File: src/rtl/wtc_pkg.sv
package wtc_pkg;

  typedef enum logic [2:0] {
    ST_IDLE    = 3'd0,
    ST_LOOKUP  = 3'd1,
    ST_RD_MISS = 3'd2,
    ST_RD_WAIT = 3'd3,
    ST_RD_DATA = 3'd4,
    ST_WR_SEND = 3'd5,
    ST_WR_WAIT = 3'd6,
    ST_WR_DATA = 3'd7
  } wtc_state_e;

endpackage

File: src/rtl/wtc_fault_map.sv
module wtc_fault_map #(
  parameter int LINES = 16,
  parameter int IDX_W = 4
) (
  input  logic             clk,
  input  logic             rst_n,
  input  logic             cfg_load,
  input  logic [LINES-1:0] cfg_map,
  input  logic [IDX_W-1:0] idx,
  output logic             faulty
);

  logic [LINES-1:0] map_q;

  always_ff @(posedge clk or negedge rst_n) begin
    if (!rst_n)        map_q <= '0;
    else if (cfg_load) map_q <= cfg_map;
  end

  assign faulty = map_q[idx];

endmodule

File: src/rtl/wtc_line_store.sv
module wtc_line_store #(
  parameter int LINES  = 16,
  parameter int IDX_W  = 4,
  parameter int TAG_W  = 4,
  parameter int DATA_W = 16
) (
  input  logic              clk,
  input  logic              rst_n,
  input  logic [IDX_W-1:0]  rd_idx,
  input  logic [TAG_W-1:0]  rd_tag,
  output logic              rd_match,
  output logic [DATA_W-1:0] rd_data,
  input  logic              wr_en,
  input  logic [IDX_W-1:0]  wr_idx,
  input  logic [TAG_W-1:0]  wr_tag,
  input  logic [DATA_W-1:0] wr_data
);

  logic              valid_q [LINES];
  logic [TAG_W-1:0]  tag_q   [LINES];
  logic [DATA_W-1:0] data_q  [LINES];

  for (genvar g = 0; g < LINES; g++) begin : g_line
    logic sel;
    assign sel = wr_en && (wr_idx == IDX_W'(g));

    always_ff @(posedge clk or negedge rst_n) begin
      if (!rst_n)   valid_q[g] <= 1'b0;
      else if (sel) valid_q[g] <= 1'b1;
    end

    always_ff @(posedge clk) begin
      if (sel) begin
        tag_q[g]  <= wr_tag;
        data_q[g] <= wr_data;
      end
    end
  end

  assign rd_match = valid_q[rd_idx] && (tag_q[rd_idx] == rd_tag);
  assign rd_data  = data_q[rd_idx];

endmodule

File: src/rtl/wtc_ctrl_fsm.sv
module wtc_ctrl_fsm
  import wtc_pkg::*;
#(
  parameter int ADDR_W      = 8,
  parameter int DATA_W      = 16,
  parameter bit WRITE_ALLOC = 1'b1
) (
  input  logic              clk,
  input  logic              rst_n,
  input  logic              cpu_req_valid,
  output logic              cpu_req_ready,
  input  logic              cpu_req_we,
  input  logic [ADDR_W-1:0] cpu_req_addr,
  input  logic [DATA_W-1:0] cpu_req_wdata,
  output logic              cpu_rsp_valid,
  output logic [DATA_W-1:0] cpu_rsp_rdata,
  input  logic              lk_match,
  input  logic              lk_fault,
  input  logic [DATA_W-1:0] lk_data,
  output logic              mem_req,
  output logic              mem_we,
  output logic [ADDR_W-1:0] mem_addr,
  output logic [DATA_W-1:0] mem_wdata,
  input  logic              mem_rdy,
  input  logic [DATA_W-1:0] mem_rdata,
  output logic [ADDR_W-1:0] req_addr,
  output logic              st_wr_en,
  output logic [DATA_W-1:0] st_wr_data,
  output wtc_state_e        state
);

  wtc_state_e        state_q, state_d;
  logic [ADDR_W-1:0] addr_q;
  logic [DATA_W-1:0] wdata_q, fill_q;
  logic              we_q, hit_q;
  logic              usable;
  logic              wr_store_ok;

  assign usable = lk_match && !lk_fault;

  // Variant: allocate on write miss, or update on write hit only
  if (WRITE_ALLOC) begin : g_alloc
    assign wr_store_ok = 1'b1;
  end else begin : g_no_alloc
    assign wr_store_ok = hit_q;
  end

  always_comb begin
    state_d = state_q;
    unique case (state_q)
      ST_IDLE:    if (cpu_req_valid) state_d = ST_LOOKUP;
      ST_LOOKUP:  if (we_q)          state_d = ST_WR_SEND;
                  else if (usable)   state_d = ST_IDLE;
                  else               state_d = ST_RD_MISS;
      ST_RD_MISS: state_d = ST_RD_WAIT;
      ST_RD_WAIT: if (mem_rdy)       state_d = ST_RD_DATA;
      ST_RD_DATA: state_d = ST_IDLE;
      ST_WR_SEND: state_d = ST_WR_WAIT;
      ST_WR_WAIT: if (mem_rdy)       state_d = ST_WR_DATA;
      ST_WR_DATA: state_d = ST_IDLE;
      default:    state_d = ST_IDLE;
    endcase
  end

  always_ff @(posedge clk or negedge rst_n) begin
    if (!rst_n) begin
      state_q <= ST_IDLE;
      addr_q  <= '0;
      wdata_q <= '0;
      fill_q  <= '0;
      we_q    <= 1'b0;
      hit_q   <= 1'b0;
    end else begin
      state_q <= state_d;
      if (state_q == ST_IDLE && cpu_req_valid) begin
        addr_q  <= cpu_req_addr;
        wdata_q <= cpu_req_wdata;
        we_q    <= cpu_req_we;
      end
      if (state_q == ST_LOOKUP) hit_q <= usable;
      if (state_q == ST_RD_WAIT && mem_rdy) fill_q <= mem_rdata;
    end
  end

  assign state         = state_q;
  assign req_addr      = addr_q;
  assign cpu_req_ready = (state_q == ST_IDLE);
  assign cpu_rsp_valid = (state_q == ST_LOOKUP && !we_q && usable) ||
                         (state_q == ST_RD_DATA) || (state_q == ST_WR_DATA);
  assign cpu_rsp_rdata = (state_q == ST_LOOKUP) ? lk_data : fill_q;

  assign mem_req   = (state_q == ST_RD_MISS) || (state_q == ST_RD_WAIT) ||
                     (state_q == ST_WR_SEND) || (state_q == ST_WR_WAIT);
  assign mem_we    = (state_q == ST_WR_SEND) || (state_q == ST_WR_WAIT);
  assign mem_addr  = addr_q;
  assign mem_wdata = wdata_q;

  assign st_wr_en   = !lk_fault &&
                      ((state_q == ST_RD_DATA) ||
                       (state_q == ST_WR_DATA && wr_store_ok));
  assign st_wr_data = (state_q == ST_RD_DATA) ? fill_q : wdata_q;


  rsp_pulse_chk: assert property (@(posedge clk) disable iff (!rst_n)
    cpu_rsp_valid |=> !cpu_rsp_valid);


  accept_busy_chk: assert property (@(posedge clk) disable iff (!rst_n)
    (cpu_req_valid && cpu_req_ready) |=> !cpu_req_ready);


  rd_wait_seq_chk: assert property (@(posedge clk) disable iff (!rst_n)
    (state_q == ST_RD_MISS) |=> (state_q == ST_RD_WAIT));


  mem_hold_chk: assert property (@(posedge clk) disable iff (!rst_n)
    (mem_req && !mem_rdy) |=> (mem_req && $stable(mem_addr) && $stable(mem_we)));


  wr_through_chk: assert property (@(posedge clk) disable iff (!rst_n)
    (state_q == ST_LOOKUP && we_q) |=> (mem_req && mem_we));

endmodule

File: src/rtl/wtc_ctrl.sv
module wtc_ctrl
  import wtc_pkg::*;
#(
  parameter int LINES       = 16,
  parameter int ADDR_W      = 8,
  parameter int DATA_W      = 16,
  parameter bit WRITE_ALLOC = 1'b1
) (
  input  logic              clk,
  input  logic              rst_n,
  input  logic              cfg_load,
  input  logic [LINES-1:0]  cfg_map,
  input  logic              cpu_req_valid,
  output logic              cpu_req_ready,
  input  logic              cpu_req_we,
  input  logic [ADDR_W-1:0] cpu_req_addr,
  input  logic [DATA_W-1:0] cpu_req_wdata,
  output logic              cpu_rsp_valid,
  output logic [DATA_W-1:0] cpu_rsp_rdata,
  output logic              mem_req,
  output logic              mem_we,
  output logic [ADDR_W-1:0] mem_addr,
  output logic [DATA_W-1:0] mem_wdata,
  input  logic              mem_rdy,
  input  logic [DATA_W-1:0] mem_rdata
);

  localparam int IDX_W = $clog2(LINES);
  localparam int TAG_W = ADDR_W - IDX_W;

  logic [ADDR_W-1:0] req_addr;
  logic [IDX_W-1:0]  req_idx;
  logic [TAG_W-1:0]  req_tag;
  logic              lk_match, lk_fault;
  logic [DATA_W-1:0] lk_data;
  logic              st_wr_en;
  logic [DATA_W-1:0] st_wr_data;
  wtc_state_e        state;

  assign req_idx = req_addr[IDX_W-1:0];
  assign req_tag = req_addr[ADDR_W-1:IDX_W];

  wtc_fault_map #(.LINES(LINES), .IDX_W(IDX_W)) u_map (
    .clk      (clk),
    .rst_n    (rst_n),
    .cfg_load (cfg_load),
    .cfg_map  (cfg_map),
    .idx      (req_idx),
    .faulty   (lk_fault)
  );

  wtc_line_store #(.LINES(LINES), .IDX_W(IDX_W), .TAG_W(TAG_W), .DATA_W(DATA_W)) u_store (
    .clk      (clk),
    .rst_n    (rst_n),
    .rd_idx   (req_idx),
    .rd_tag   (req_tag),
    .rd_match (lk_match),
    .rd_data  (lk_data),
    .wr_en    (st_wr_en),
    .wr_idx   (req_idx),
    .wr_tag   (req_tag),
    .wr_data  (st_wr_data)
  );

  wtc_ctrl_fsm #(.ADDR_W(ADDR_W), .DATA_W(DATA_W), .WRITE_ALLOC(WRITE_ALLOC)) u_fsm (
    .clk           (clk),
    .rst_n         (rst_n),
    .cpu_req_valid (cpu_req_valid),
    .cpu_req_ready (cpu_req_ready),
    .cpu_req_we    (cpu_req_we),
    .cpu_req_addr  (cpu_req_addr),
    .cpu_req_wdata (cpu_req_wdata),
    .cpu_rsp_valid (cpu_rsp_valid),
    .cpu_rsp_rdata (cpu_rsp_rdata),
    .lk_match      (lk_match),
    .lk_fault      (lk_fault),
    .lk_data       (lk_data),
    .mem_req       (mem_req),
    .mem_we        (mem_we),
    .mem_addr      (mem_addr),
    .mem_wdata     (mem_wdata),
    .mem_rdy       (mem_rdy),
    .mem_rdata     (mem_rdata),
    .req_addr      (req_addr),
    .st_wr_en      (st_wr_en),
    .st_wr_data    (st_wr_data),
    .state         (state)
  );


  fault_miss_chk: assert property (@(posedge clk) disable iff (!rst_n)
    (state == ST_LOOKUP && lk_fault) |-> !cpu_rsp_valid);


  fault_keep_chk: assert property (@(posedge clk) disable iff (!rst_n)
    st_wr_en |-> !lk_fault);


  hit_no_mem_chk: assert property (@(posedge clk) disable iff (!rst_n)
    (state == ST_LOOKUP && cpu_rsp_valid) |=> !mem_req);

endmodule

File: config.mk
export PLATFORM = sky130hd
export DESIGN_NAME = wtc_ctrl
export DESIGN_NICKNAME = d
export VERILOG_FILES = /design/src/rtl/wtc_pkg.sv /design/src/rtl/wtc_fault_map.sv /design/src/rtl/wtc_line_store.sv /design/src/rtl/wtc_ctrl_fsm.sv /design/src/rtl/wtc_ctrl.sv
export SDC_FILE = /design/constraint.sdc
export NUM_CORES = 1
export LEC_CHECK = 0
export ABC_AREA = 0
export BUFFER_PORTS_ARGS = -buffer_cell sky130_fd_sc_hd__buf_4
export CAP_MARGIN = 20
export CORE_ASPECT_RATIO = 0.6
export CORE_UTILIZATION = 55
export CTS_CLUSTER_SIZE = 14
export DETAILED_ROUTE_END_ITERATION = 16
export PLACE_DENSITY = 0.74
export SLEW_MARGIN = 40
export SYNTH_ARGS = -nofsm -noshare
export SYNTH_HDL_FRONTEND = slang
export SYNTH_SLANG_ARGS = --single-unit
File: constraint.sdc
create_clock -name clk -period 10.15 [get_ports clk]
set_input_delay 1.015 -clock clk [delete_from_list [all_inputs] [get_ports clk]]
set_output_delay 1.015 -clock clk [all_outputs]
set_load 0.05 [all_outputs]
==> metrics <==
Slew Limit Headroom 0.4578; Clock Latency Late Sink 530 ps; TritonCTS buffer count 36; final core occ 0.6653; CP Class reg2out; leading area contributor after synthesis edfxtp_1; largest net degree at the start of global routing between 70 and 80; Top FF cell, synth edfxtp_1; r2r endpoint u_store.data_q[3][3]; n_diodes 0; via density per instance 6.342; critical path data required time 9140 ps; minimum clock period just under 5000 ps; Starting Density 0.5658; Max Cap Viol 0; DR WL/cell ~28 microns; worst slew pin tran 808.9 ps; HPWL after detailed placement 21,360 microns; CTS clk-pin slew, worst paths roughly 60 ps; Critical Path End Type output port; crit path from u_fsm.mem_addr[1]; detailed-route wire length 35,670 microns; Fillers about 1,800; Sinks on Clock Net slightly below 400; vias 8,010; Post-synth top cells edfxtp_1, mux4_2, mux2_2; final period utilization 0.4841; first-pass GRT wire length about 53,000 microns; distinct cell type count after synthesis 37; number of I/O port buffers 105; sequential-to-total area share from yosys stat 0.7314; Die Wd approximately 220 microns; synthesized instance count 733; Pleak 6.440 nW; Setup Skew between 15 and 20 ps; Final setup viols 0; violated checks DRC; GRT Residual Overflow 0; Sw Ratio 0.3478; Setup Buffers After CTS 0; clk buf depth 3; fin nets slightly above 900; worst setup path end cpu_rsp_valid; Final WS setup 5237 ps; Yosys reg bits about 400; critical-path cell list buf_6 > mux4_1 > mux4_2 > xnor2_1 > o211a_1 > a41o_1 > buf_4; Max Fclk 203.5 MHz; Mapped Nets just under 800; vias in the first global route 8,396; ys async rst share 0.1919; ranking of synthesized cells by area edfxtp_1, mux4_2, dfrtp_1, mux2_2, mux4_1; Worst setup SP type flop; number of synthesized flops with an enable pin 320; Pint 0.003800 W; Die ar. about 30,000 sq um; fin area 18,510 sq um; storage element area 11,520 sq um; initial antenna violation count 0; net switching power 0.002026 W; GRT Resource Usage Total 0.2555; post-synthesis cell area 15,740 sq um; crit path max fanout 62; number of placement rows 47; CTS H-tree lvls 2; num ports 106; Worst Hold Class reg2reg; most common cell in the synthesized netlist edfxtp_1; post_cts resized 0; CP Data Arrival Time 3900 ps; Slew Viols, Final 0; unrepaired setup endpoints after global routing no; antenna viol nets, final 0; DRC 6; hold bufs inserted after CTS 0; dpl ws between 5000 and 6000 ps; layout cells sized above 1 0.4587; total of warnings raised by yosys 0; Chip Height 133.0 microns; Reg2Reg Depth 7; Layout Cells excl Fill 1,263; combinational share of power 0.363; worst stage delay on the critical path 720 ps; Core Box Area around 28,000 sq um; DRT Pass-1 Iters 11; CTS tree done; status complete, but fails checks; setup TNS 0 ps; Critical-path top delay cell dfrtp_4; Seq pwr share 0.410; area of the multi-input gates 4129 sq um; Area Overhead vs Synth 17.58%; Root Buffer clkbuf_16; DRT iter0 DRCs between 900 and 1,000; placed insts approximately 1,200; RR Startpoint u_fsm.mem_addr[0]; Yosys top cell area share 0.6105; VDD IR max 0.0002077 V; placer's final routability congestion estimate 0.7649; PwrDens 314.8 nW/um^2; Post-DP Area about 17,000 sq um; Synth Area per Inst 21.47 sq um; R2R setup slack around 6000 ps; clock share of power 0.227; final hold vios 0
## per-stage QoR
stage          hold slack (ps)  total power (W)
6_report                 468.1         0.005826
5_1_grt                  480.3         0.006046
4_1_cts                  465.4         0.005854
3_5_place_dp             450.6         0.004528
2_1_floorplan            433.7         0.003886
3_3_place_gp             445.7         0.004412
## worst max-delay path, delay by kind of cell, from the launching register on
family | cells | cell delay (ps)
AOI/OAI and AO/OA | 2 | 460
xor gates and xnor gates | 1 | 270
buffers and inverters | 2 | 780
DFF | 1 | 720
muxes | 2 | 1120
## layer usage
metal	global-route usage	up-vias	wire length, microns
li1	-	3268	-
met1	0.3692	4310	14840
met2	0.4065	386	17610
met3	0.04851	46	2602
met4	0.06475	0	613
met5	0	-	0
## power by group through the flow
stage / combinational, W / sequential (W) / clock (W)
3_5_place_dp: 0.00210 / 0.00242 / 0
4_1_cts: 0.00213 / 0.00239 / 0.00134
5_1_grt: 0.00222 / 0.00242 / 0.00140
2_1_floorplan: 0.00142 / 0.00246 / 0
3_3_place_gp: 0.00199 / 0.00243 / 0
6_report: 0.00212 / 0.00239 / 0.00132
## how the worst min path moves through the flow
stage / endpoint / cells past startpoint / slack, ps / from
after floorplan: u_store.valid_q[13] / 1 / 430 / u_store.valid_q[13]
after global placement: u_store.valid_q[5] / 1 / 450 / u_store.valid_q[5]
after detailed placement: u_store.valid_q[5] / 1 / 450 / u_store.valid_q[5]
after CTS: u_store.valid_q[5] / 1 / 470 / u_store.valid_q[5]
after global routing: u_store.valid_q[14] / 1 / 480 / u_store.valid_q[14]
final: u_store.valid_q[5] / 1 / 470 / u_store.valid_q[5]
## final cells by class
class                           instances  area share
Clock buffer                           57     0.05686
Clock inverter                          9    0.004395
Inverter                                3   0.0006085
Multi-Input combinational cell        296      0.2231
Sequential cell                       396      0.6225
Tap cell                              367     0.02481
Timing Repair Buffer                  135     0.06768
## state kept, by name (all words and copies together), names as in the netlist
signal	flops
u_fsm.we_q	1
u_map.map_q	16
u_fsm.fill_q	16
u_store.valid_q	16
u_store.data_q	256
u_store.tag_q	64
u_fsm.mem_addr	8
u_fsm.state	3
u_fsm.mem_wdata	16
## placed cells by master, fill, tap and decap left out, drive strengths merged, types with 2 or more instances in the layout
master,Yosys,layout
a31oi,2,2
a22oi,3,3
mux4,103,103
inv,3,4
and2,2,2
dfrtp,76,76
nand2,15,15
mux2i,10,10
buf,22,134
nand3,3,3
o21ai,3,3
edfxtp,320,320
or2,17,17
nor2,14,14
mux2,88,88
clkinv,0,7
xnor2,7,7
nor3b,2,2
clkbuf,16,58
nor3,6,6
nor2b,6,6
nand2b,3,3
## kinds of logic (layout without fill, tap and decap cells)
kind of cell    after synthesis  after routing  synth area share
compound gates               17             17          0.008347
buf+inv                      41            204           0.01439
mux                         201            201            0.2179
flops                       396            396            0.7314
xor+xnor                      8              8          0.004452
simple gates                 70             70           0.02353
Power figures use the tool's default switching activity.
